**config.mk**
```make
export PLATFORM = sky130hd
export DESIGN_NAME = corr_branch_predictor
export DESIGN_NICKNAME = d
export VERILOG_FILES = /design/src/rtl/bp_corr_pkg.sv /design/src/rtl/bp_index_gen.sv /design/src/rtl/bp_ghist.sv /design/src/rtl/bp_pattern_table.sv /design/src/rtl/corr_branch_predictor.sv
export SDC_FILE = /design/constraint.sdc
export NUM_CORES = 1
export LEC_CHECK = 0
export BUFFER_PORTS_ARGS = -buffer_cell sky130_fd_sc_hd__buf_2
export CAP_MARGIN = 20
export CORE_UTILIZATION = 61
export CTS_CLUSTER_SIZE = 30
export DETAILED_ROUTE_END_ITERATION = 6
export PLACE_DENSITY = 0.8
export SLEW_MARGIN = 20
export SYNTH_ARGS = -nofsm -noshare
export SYNTH_HDL_FRONTEND = slang
export SYNTH_SLANG_ARGS = --single-unit
```
**constraint.sdc**
```tcl
create_clock -name clk -period 10.3 [get_ports clk]
set_input_delay 2.575 -clock clk [delete_from_list [all_inputs] [get_ports clk]]
set_output_delay 2.575 -clock clk [all_outputs]
set_load 0.02 [all_outputs]
```
**src/rtl/bp_corr_pkg.sv**
```systemverilog
package bp_corr_pkg;

    // 2-bit saturating direction counter
    typedef enum logic [1:0] {
        CTR_SNT = 2'b00,
        CTR_WNT = 2'b01,
        CTR_WT  = 2'b10,
        CTR_ST  = 2'b11
    } ctr_e;

    localparam ctr_e CTR_INIT = CTR_WNT;

    // resolved-branch report carried into the history and table
    typedef struct packed {
        logic valid;
        logic taken;
    } outcome_t;

    function automatic ctr_e ctr_step(input ctr_e c, input logic taken);
        ctr_e n;
        case (c)
            CTR_SNT: n = taken ? CTR_WNT : CTR_SNT;
            CTR_WNT: n = taken ? CTR_WT  : CTR_SNT;
            CTR_WT:  n = taken ? CTR_ST  : CTR_WNT;
            default: n = taken ? CTR_ST  : CTR_WT;
        endcase
        return n;
    endfunction

    function automatic logic ctr_taken(input ctr_e c);
        return c[1];
    endfunction

endpackage

```
**src/rtl/bp_index_gen.sv**
```systemverilog
module bp_index_gen #(
    parameter int PC_W       = 32,
    parameter int ALIGN_BITS = 2,
    parameter int ROW_W      = 4,
    parameter int HIST_W     = 2,
    localparam int IDX_W     = ROW_W + HIST_W
) (
    input  logic [PC_W-1:0]   pc,
    input  logic [HIST_W-1:0] hist,
    output logic [IDX_W-1:0]  idx
);
    logic [ROW_W-1:0] row;

    assign row = pc[ALIGN_BITS +: ROW_W];
    assign idx = {row, hist};

    // bits outside the row field deliberately play no part
    logic unused_pc_bits;
    generate
        if (ALIGN_BITS + ROW_W < PC_W) begin : g_hi
            assign unused_pc_bits = ^{pc[PC_W-1:ALIGN_BITS+ROW_W], pc[ALIGN_BITS-1:0]};
        end else begin : g_nohi
            assign unused_pc_bits = ^pc[ALIGN_BITS-1:0];
        end
    endgenerate

endmodule

```
**src/rtl/bp_ghist.sv**
```systemverilog
module bp_ghist
    import bp_corr_pkg::*;
#(
    parameter int HIST_W = 2
) (
    input  logic              clk,
    input  logic              rst,
    input  outcome_t          res,
    output logic [HIST_W-1:0] hist
);
    logic [HIST_W-1:0] hist_d;

    generate
        if (HIST_W == 1) begin : g_one
            assign hist_d = res.taken;
        end else begin : g_many
            assign hist_d = {hist[HIST_W-2:0], res.taken};
        end
    endgenerate

    always_ff @(posedge clk) begin
        if (rst) begin
            hist <= '0;
        end else if (res.valid) begin
            hist <= hist_d;
        end
    end

    // the newest outcome lands in bit 0 after a valid report
    p_newest_bit_r2: assert property (@(posedge clk) disable iff (rst)
        res.valid |=> hist[0] == $past(res.taken));

    // the history is left alone without a valid report
    p_hold_idle_r2: assert property (@(posedge clk) disable iff (rst)
        !res.valid |=> $stable(hist));

endmodule

```
**src/rtl/bp_pattern_table.sv**
```systemverilog
module bp_pattern_table
    import bp_corr_pkg::*;
#(
    parameter int IDX_W  = 6,
    localparam int CELLS = 1 << IDX_W
) (
    input  logic             clk,
    input  logic             rst,
    input  logic [IDX_W-1:0] rd_idx,
    output ctr_e             rd_ctr,
    input  outcome_t         res,
    input  logic [IDX_W-1:0] wr_idx
);
    ctr_e tbl [CELLS];
    ctr_e wr_old;

    assign rd_ctr = tbl[rd_idx];
    assign wr_old = tbl[wr_idx];

    always_ff @(posedge clk) begin
        if (rst) begin
            for (int i = 0; i < CELLS; i++) begin
                tbl[i] <= CTR_INIT;
            end
        end else if (res.valid) begin
            tbl[wr_idx] <= ctr_step(wr_old, res.taken);
        end
    end

    // taken moves a non-saturated counter up by one
    p_inc_r5: assert property (@(posedge clk) disable iff (rst)
        (res.valid && res.taken && wr_old != CTR_ST)
        |=> 2'(tbl[$past(wr_idx)]) == 2'(2'($past(wr_old)) + 2'd1));

    // strong taken saturates
    p_sat_top_r5: assert property (@(posedge clk) disable iff (rst)
        (res.valid && res.taken && wr_old == CTR_ST)
        |=> tbl[$past(wr_idx)] == CTR_ST);

    // not-taken moves a non-saturated counter down by one
    p_dec_r6: assert property (@(posedge clk) disable iff (rst)
        (res.valid && !res.taken && wr_old != CTR_SNT)
        |=> 2'(tbl[$past(wr_idx)]) == 2'(2'($past(wr_old)) - 2'd1));

    // strong not-taken saturates
    p_sat_bot_r6: assert property (@(posedge clk) disable iff (rst)
        (res.valid && !res.taken && wr_old == CTR_SNT)
        |=> tbl[$past(wr_idx)] == CTR_SNT);

    // with no report the looked-up counter does not move
    p_idle_keep_r7: assert property (@(posedge clk) disable iff (rst)
        !res.valid |=> tbl[$past(rd_idx)] == $past(rd_ctr));

endmodule

```
**src/rtl/corr_branch_predictor.sv**
```systemverilog
module corr_branch_predictor
    import bp_corr_pkg::*;
#(
    parameter int PC_W       = 32,
    parameter int ALIGN_BITS = 2,
    parameter int ROWS       = 16,
    parameter int HIST_W     = 2,
    localparam int ROW_W     = $clog2(ROWS),
    localparam int IDX_W     = ROW_W + HIST_W
) (
    input  logic             clk,
    input  logic             rst,
    input  logic [PC_W-1:0]  pred_pc,
    output logic             pred_taken,
    output logic [IDX_W-1:0] pred_idx,
    input  logic             upd_valid,
    input  logic [IDX_W-1:0] upd_idx,
    input  logic             upd_taken
);
    outcome_t          res;
    logic [HIST_W-1:0] hist;
    ctr_e              sel_ctr;

    assign res.valid = upd_valid;
    assign res.taken = upd_taken;

    bp_ghist #(.HIST_W(HIST_W)) u_hist (
        .clk  (clk),
        .rst  (rst),
        .res  (res),
        .hist (hist)
    );

    bp_index_gen #(
        .PC_W       (PC_W),
        .ALIGN_BITS (ALIGN_BITS),
        .ROW_W      (ROW_W),
        .HIST_W     (HIST_W)
    ) u_idx (
        .pc   (pred_pc),
        .hist (hist),
        .idx  (pred_idx)
    );

    bp_pattern_table #(.IDX_W(IDX_W)) u_tbl (
        .clk    (clk),
        .rst    (rst),
        .rd_idx (pred_idx),
        .rd_ctr (sel_ctr),
        .res    (res),
        .wr_idx (upd_idx)
    );

    assign pred_taken = ctr_taken(sel_ctr);

    // the first lookup after reset is not taken
    p_reset_weak_r1: assert property (@(posedge clk) disable iff (rst)
        $fell(rst) |-> !pred_taken);

    // the first lookup after reset sees a zero history column
    p_reset_col_r1: assert property (@(posedge clk) disable iff (rst)
        $fell(rst) |-> pred_idx[HIST_W-1:0] == '0);

endmodule

```
==> impl_metrics.toml, run 1 <==
[floorplan]
die_w_um = 113
pin_count = 49
initial_core_util_pct = 62.3
num_rows = 40
die_h_um = 113
fp.coreArea_um2 = 12000
die-area_um2 = 12700

[synth]
synthXorXnorAreaFrac_pct = 0
synth_fa_ha_area_share_pct = 0
synth.yosys.seq_area_share_pct = 51.9
muxShareOfSynthArea_pct = 12.0
yosysTopAreaCell = "edfxtp_1"
synth_warnings = 0
syn_area_um2 = 7490
synth_common_cells = "128 x edfxtp_1, 52 x nor2_1, 43 x o21ai_0, 43 x or2_2, 34 x clkbuf_1"
syn_nets = 685
async_flop_share_pct = 0
synthCells = 643
synth_compound_area_share_pct = 18.6
yosys.area_share.simple_pct = 12.6
synth_ff_type = "edfxtp_1"
syn_avg_cell_area_um2 = 11.6
synth.most_common_cell = "edfxtp_1"
yosys.area.top_type_share_pct = 51.3
synth.distinct_cells = 51
synth.area.top_cells = "edfxtp_1 51%, mux4_2 7.5%, or2_2 3.6%"
synth_edf_count = 128
ys_ff_latch = 130
synth_top_family_by_area = "compound AO/OA/AOI/OAI gates"

[critical_path]
start_kind = "input port"
critPathRequiredTime_ps = 10440
worstPathArrival_ps = 6800
path_class = "input port to register"
crit_path_end_kind = "register"
path_max_fanout = 37

[grt]
grt_start_max_net_pins = 68
grt_pass1_wl_um = 31300
track_usage_pct = 34.0
grt_pass1_vias = 5468
overflow = 0
antenna_found_initial = 0

[clock_network]
post-cts-setup-buffers = 0
clock-sinks = 130
cts_tree = "yes"
numCtsBuffers = 17
clk_pin_slew_ps = 50
cts-resized-gates = 0
cts_hold_buf = 0
htreeDepth = 4
root_buffer = "clkbuf_16"
clk_latency_ps = 430
clk_path_buf_depth = 2

[power]
netSwitchingPower_mw = 0.349
comb_power_share_pct = 12.7
ir_drop_mv = 0.139
total_power_mw = 1.37
share_seq_of_total_power_pct = 44.0
p_leak_nw = 2.62
pwr_density_cell_nw_per_um2 = 169
clkPwrFrac_pct = 43.2
swShare_pct = 25.5
internal_power_mw = 1.02

[place]
place_congestion = 0.972
dp_hpwl_um = 13000
dp_slack_ps = 3430
port_buffers = 20
place_inst = 754

[cells_and_area]
antenna_cells = 0
instances_no_fill = 786
ff_latch_area_um2 = 3880
multi_input_area_um2 = 3260
fill_cells = 882
drive_gt1_share_pct = 21.8
utilization_pct = 67.4
fin_nets = 668
area_delta_synth_final_pct = 8.07

[timing]
slew_violations = 0
max_freq_mhz = 150
finalCriticalPeriod_ps = 6660
tightest_slew_ps = 1220
setup_violations = 0
rsz0062_at_grt = "false"
finalSetupTns_ps = 0
finalClockSkew_ps = 12.1
hold_viol_final = 0
timing.final.crit_share_pct = 64.7
setup_slack_ps = 3640
slew-limit-headroom_pct = 18.5

[detailed_routing]
drc = 0
drt-total-wl_um = 20500
vias = 5764
drt_iter0_drc = 966
ant_nets = 0
dr.pass1.iters = 6
viasPerCell = 7.33
wl_per_cell_um = 26.0

[hold_path]
worst_hold_path_type = "register to register"

[status]
status = "finished clean"

[run]
max_cap_violations = 0
## power by group through the flow
stage                     clock (mW)  combinational, mW  sequential [mW]
after detailed placement           0              0.168            0.613
after global placement             0              0.162            0.612
final                          0.592              0.174            0.602
after floorplan                    0              0.125            0.608
after CTS                      0.594              0.169            0.602
after global routing           0.617              0.182            0.603
## logic make-up after synthesis
family,Yosys count
AOI/OAI and AO/OA,202
buffers and inverters,68
DFF,130
muxes,57
and+or+nand+nor,186
## worst paths after layout
kind | slack [ps] | depth (start not counted) | from | endpoint
max | 3640 | 9 | upd_idx[0] | u_tbl.tbl[60][0]$_SDFFCE_PN1P_
min reg2reg | 820 | 3 | u_hist.hist[0]$_SDFFE_PP0P_ | u_hist.hist[0]$_SDFFE_PP0P_
max reg2reg | 6520 | 7 | u_tbl.tbl[9][1]$_SDFFCE_PN0P_ | u_tbl.tbl[60][0]$_SDFFCE_PN1P_
min | 820 | 3 | u_hist.hist[0]$_SDFFE_PP0P_ | u_hist.hist[0]$_SDFFE_PP0P_
## cell usage in the layout (no fill, tap or decap), types with 3 or more instances in the layout
master / netlist / layout
nor3_1: 7 / 7
a21boi_0: 32 / 32
buf_2: 14 / 19
edfxtp_1: 128 / 128
o21ai_0: 43 / 43
nor2b_1: 8 / 8
mux4_2: 25 / 25
o22ai_1: 5 / 5
nand3b_1: 3 / 3
a22oi_1: 22 / 22
buf_4: 6 / 8
clkinvlp_4: 0 / 3
or2_2: 43 / 43
a221oi_1: 8 / 8
nor2_1: 52 / 52
a211oi_1: 10 / 10
nand2b_1: 18 / 18
and2_1: 6 / 6
a31oi_1: 3 / 3
o21bai_1: 15 / 15
bufinv_16: 0 / 3
a21oi_1: 21 / 21
o211ai_1: 8 / 8
a21o_1: 7 / 7
clkinv_1: 1 / 7
mux2i_1: 21 / 21
nand2_1: 32 / 32
nand3_1: 8 / 8
a22o_1: 4 / 4
a21boi_1: 12 / 12
mux2_2: 11 / 11
clkbuf_16: 0 / 17
## area by class of cell
cell class              instances  share of cell area (%)
clock buffers                  18                    5.30
clock inverters                14                    1.79
inverters                       3                   0.139
multi-input cells             445                    40.3
flip-flops and latches        130                    48.0
well taps                     147                    2.27
repair buffers                 29                    2.20
## layer usage
layer | wire length [µm] | vias to the layer above | part of all wire [%] | global-route usage, %
met5 | 0 | - | 0 | 0
met2 | 9540 | 448 | 47 | 51.3
met3 | 2650 | 77 | 13 | 10.7
li1 | - | 2415 | - | -
met4 | 837 | 0 | 4.1 | 18.6
met1 | 7450 | 2824 | 36 | 44.0
## registers in the layout, indices dropped and copies added, names as in the netlist
signal       cells
u_tbl.tbl      128
u_hist.hist      2
## metrics by stage
step,instance area [µm²],hold WS [ps]
finish,8090,816
floorplan,7490,1060
global route,8090,875
global placement,7490,787
detailed placement,7510,810
CTS,8090,817
## worst max-delay path: stages
cell     delay [ps]
buf_2           460
nor2b_1        1020
a22oi_1         220
nand3_1         220
nand2_1          80
or4_1           730
a31oi_4         780
buf_4           500
o21ai_0         180
(Power assumes the default switching activity.)
==> inputs of run 2 (changes only) <==
==> constraint.sdc (replaced) <==
create_clock -name clk -period 6.6 [get_ports clk]
set_input_delay 1.65 -clock clk [delete_from_list [all_inputs] [get_ports clk]]
set_output_delay 1.65 -clock clk [all_outputs]
set_load 0.02 [all_outputs]
==> run 2 against run 1 <==
  * Non-clock buffer count up 4
  * Routed wire length fell by 1.6%
  * Critical path depth is 1 higher
  * Final cell count rose by 0.51%
  * Via count fell by 0.64%
  * Clock power is 54% higher
  * Register-to-register slack lost 3200 ps
  * Clock skew is 3.3 ps lower
  * Worst hold slack better by 10 ps
  * Combinational power increased by 60%
  * Sequential power is 56% higher
  * Critical path type unchanged
  * Largest cell class unchanged
==> impl_metrics.toml, run 2 (synthesized netlist as in run 1, its figures left out) <==
[timing]
whs_ps = 826
tightest_slew_ps = 1030
setup_violations = 0
finalClockSkew_ps = 8.88
hold_viol_final = 0
slew-limit-headroom_pct = 31.4
finalSetupTns_ps = 0
max_freq_mhz = 197
timing.final.crit_share_pct = 76.9
rsz0062_at_grt = "false"
finalCriticalPeriod_ps = 5080
setup_slack_ps = 1520
slew_violations = 0

[detailed_routing]
drt-total-wl_um = 20100
drt_iter0_drc = 707
vias = 5727
drc = 0
viasPerCell = 7.25
wl_per_cell_um = 25.5
ant_nets = 0
dr.pass1.iters = 6

[floorplan]
initial_core_util_pct = 62.3
die_h_um = 113
num_rows = 40
pin_count = 49
die_w_um = 113
fp.coreArea_um2 = 12000
die-area_um2 = 12700

[clock_network]
root_buffer = "clkbuf_16"
post-cts-setup-buffers = 0
cts_tree = "yes"
clock-sinks = 130
clk_path_buf_depth = 2
htreeDepth = 4
clk_pin_slew_ps = 60
numCtsBuffers = 17
cts_hold_buf = 0
clk_latency_ps = 430
cts-resized-gates = 0

[grt]
grt_pass1_wl_um = 30900
grt_pass1_vias = 5647
antenna_found_initial = 0
track_usage_pct = 33.2
grt_start_max_net_pins = 68
overflow = 0

[critical_path]
crit_top_cell = "buf_4"
start_kind = "input port"
max_stage_delay_ps = 620
crit_path_end_kind = "register"
critPathRequiredTime_ps = 6740
path_class = "input port to register"
path_max_fanout = 38
slowest_stage = "a2111oi_0"
crit_path_cell_trace = "buf_2, nor2b_2, buf_4, a21boi_1, nor4_1, a2111oi_0, nand3_1, o31ai_4, buf_4, a21boi_0"
worstPathArrival_ps = 5220

[cells_and_area]
top_regs = "u_tbl.tbl (128), u_hist.hist (2)"
instances_no_fill = 790
top_register = "u_tbl.tbl"
drive_gt1_share_pct = 22.9
fill_cells = 888
antenna_cells = 0
final_common_cell = "edfxtp_1"
most-common-layout-cells = "128 x edfxtp_1, 52 x nor2_1, 43 x or2_2, 43 x o21ai_0"
largest_reg_flops = 128
fin_nets = 672
area_delta_synth_final_pct = 8.66

[place]
port_buffers = 20
dp_slack_ps = 1270
dp_hpwl_um = 12900
place_inst = 757
place_congestion = 0.962

[power]
pwr_density_cell_nw_per_um2 = 262
ir_drop_mv = 0.142
p_leak_nw = 2.65

[status]
status = "finished clean"

[hold_path]
worst_hold_path_type = "register to register"

[run]
max_cap_violations = 0
## run 2: worst paths after layout
| check | slack, ps | endpoint | startpoint | cells past startpoint |
|---|---|---|---|---|
| setup / recovery | 1520 | u_tbl.tbl[54][1]$_SDFFCE_PN0P_ | upd_idx[1] | 10 |
| hold reg to reg | 830 | u_hist.hist[1]$_SDFFE_PP0P_ | u_hist.hist[0]$_SDFFE_PP0P_ | 3 |
| setup reg to reg | 3310 | u_tbl.tbl[41][0]$_SDFFCE_PN1P_ | u_tbl.tbl[14][1]$_SDFFCE_PN0P_ | 7 |
| hold / removal | 830 | u_hist.hist[1]$_SDFFE_PP0P_ | u_hist.hist[0]$_SDFFE_PP0P_ | 3 |
## run 2: worst max-delay path: cells and delay by family
family | cells | cell delay, ps
compound gates | 4 | 1250
buf+inv | 3 | 1290
simple gates | 3 | 970
## run 2: area by class of cell
class	instances	area (µm²)	area share (%)
sequential	130	3880	47.7
inverter	3	11.3	0.138
clock inverter	10	109	1.34
multi-input combinational	445	3260	40.1
tap	147	184	2.26
clock buffer	22	464	5.71
timing repair buffer	33	223	2.74
## run 2: per-stage QoR
stage                     instance area (µm²)  power, mW  utilization, %
after global routing                     8140       2.17            67.7
after global placement                   7540       1.22            62.8
after floorplan                          7490       1.14               -
final                                    8140       2.13            67.7
after CTS                                8120       2.12            67.6
after detailed placement                 7540       1.22            62.8
## run 2: power by group
group / total (mW) / switching (mW) / internal [mW]
clock network: 0.912 / 0.341 / 0.571
logic: 0.278 / 0.190 / 0.0872
registers: 0.940 / 0.0133 / 0.927
## run 2: per-layer routing
layer	share of wire (%)	track usage, %
met4	4.5	19.4
met3	12	10.4
met5	0	0
met1	36	41.5
met2	47	51.2
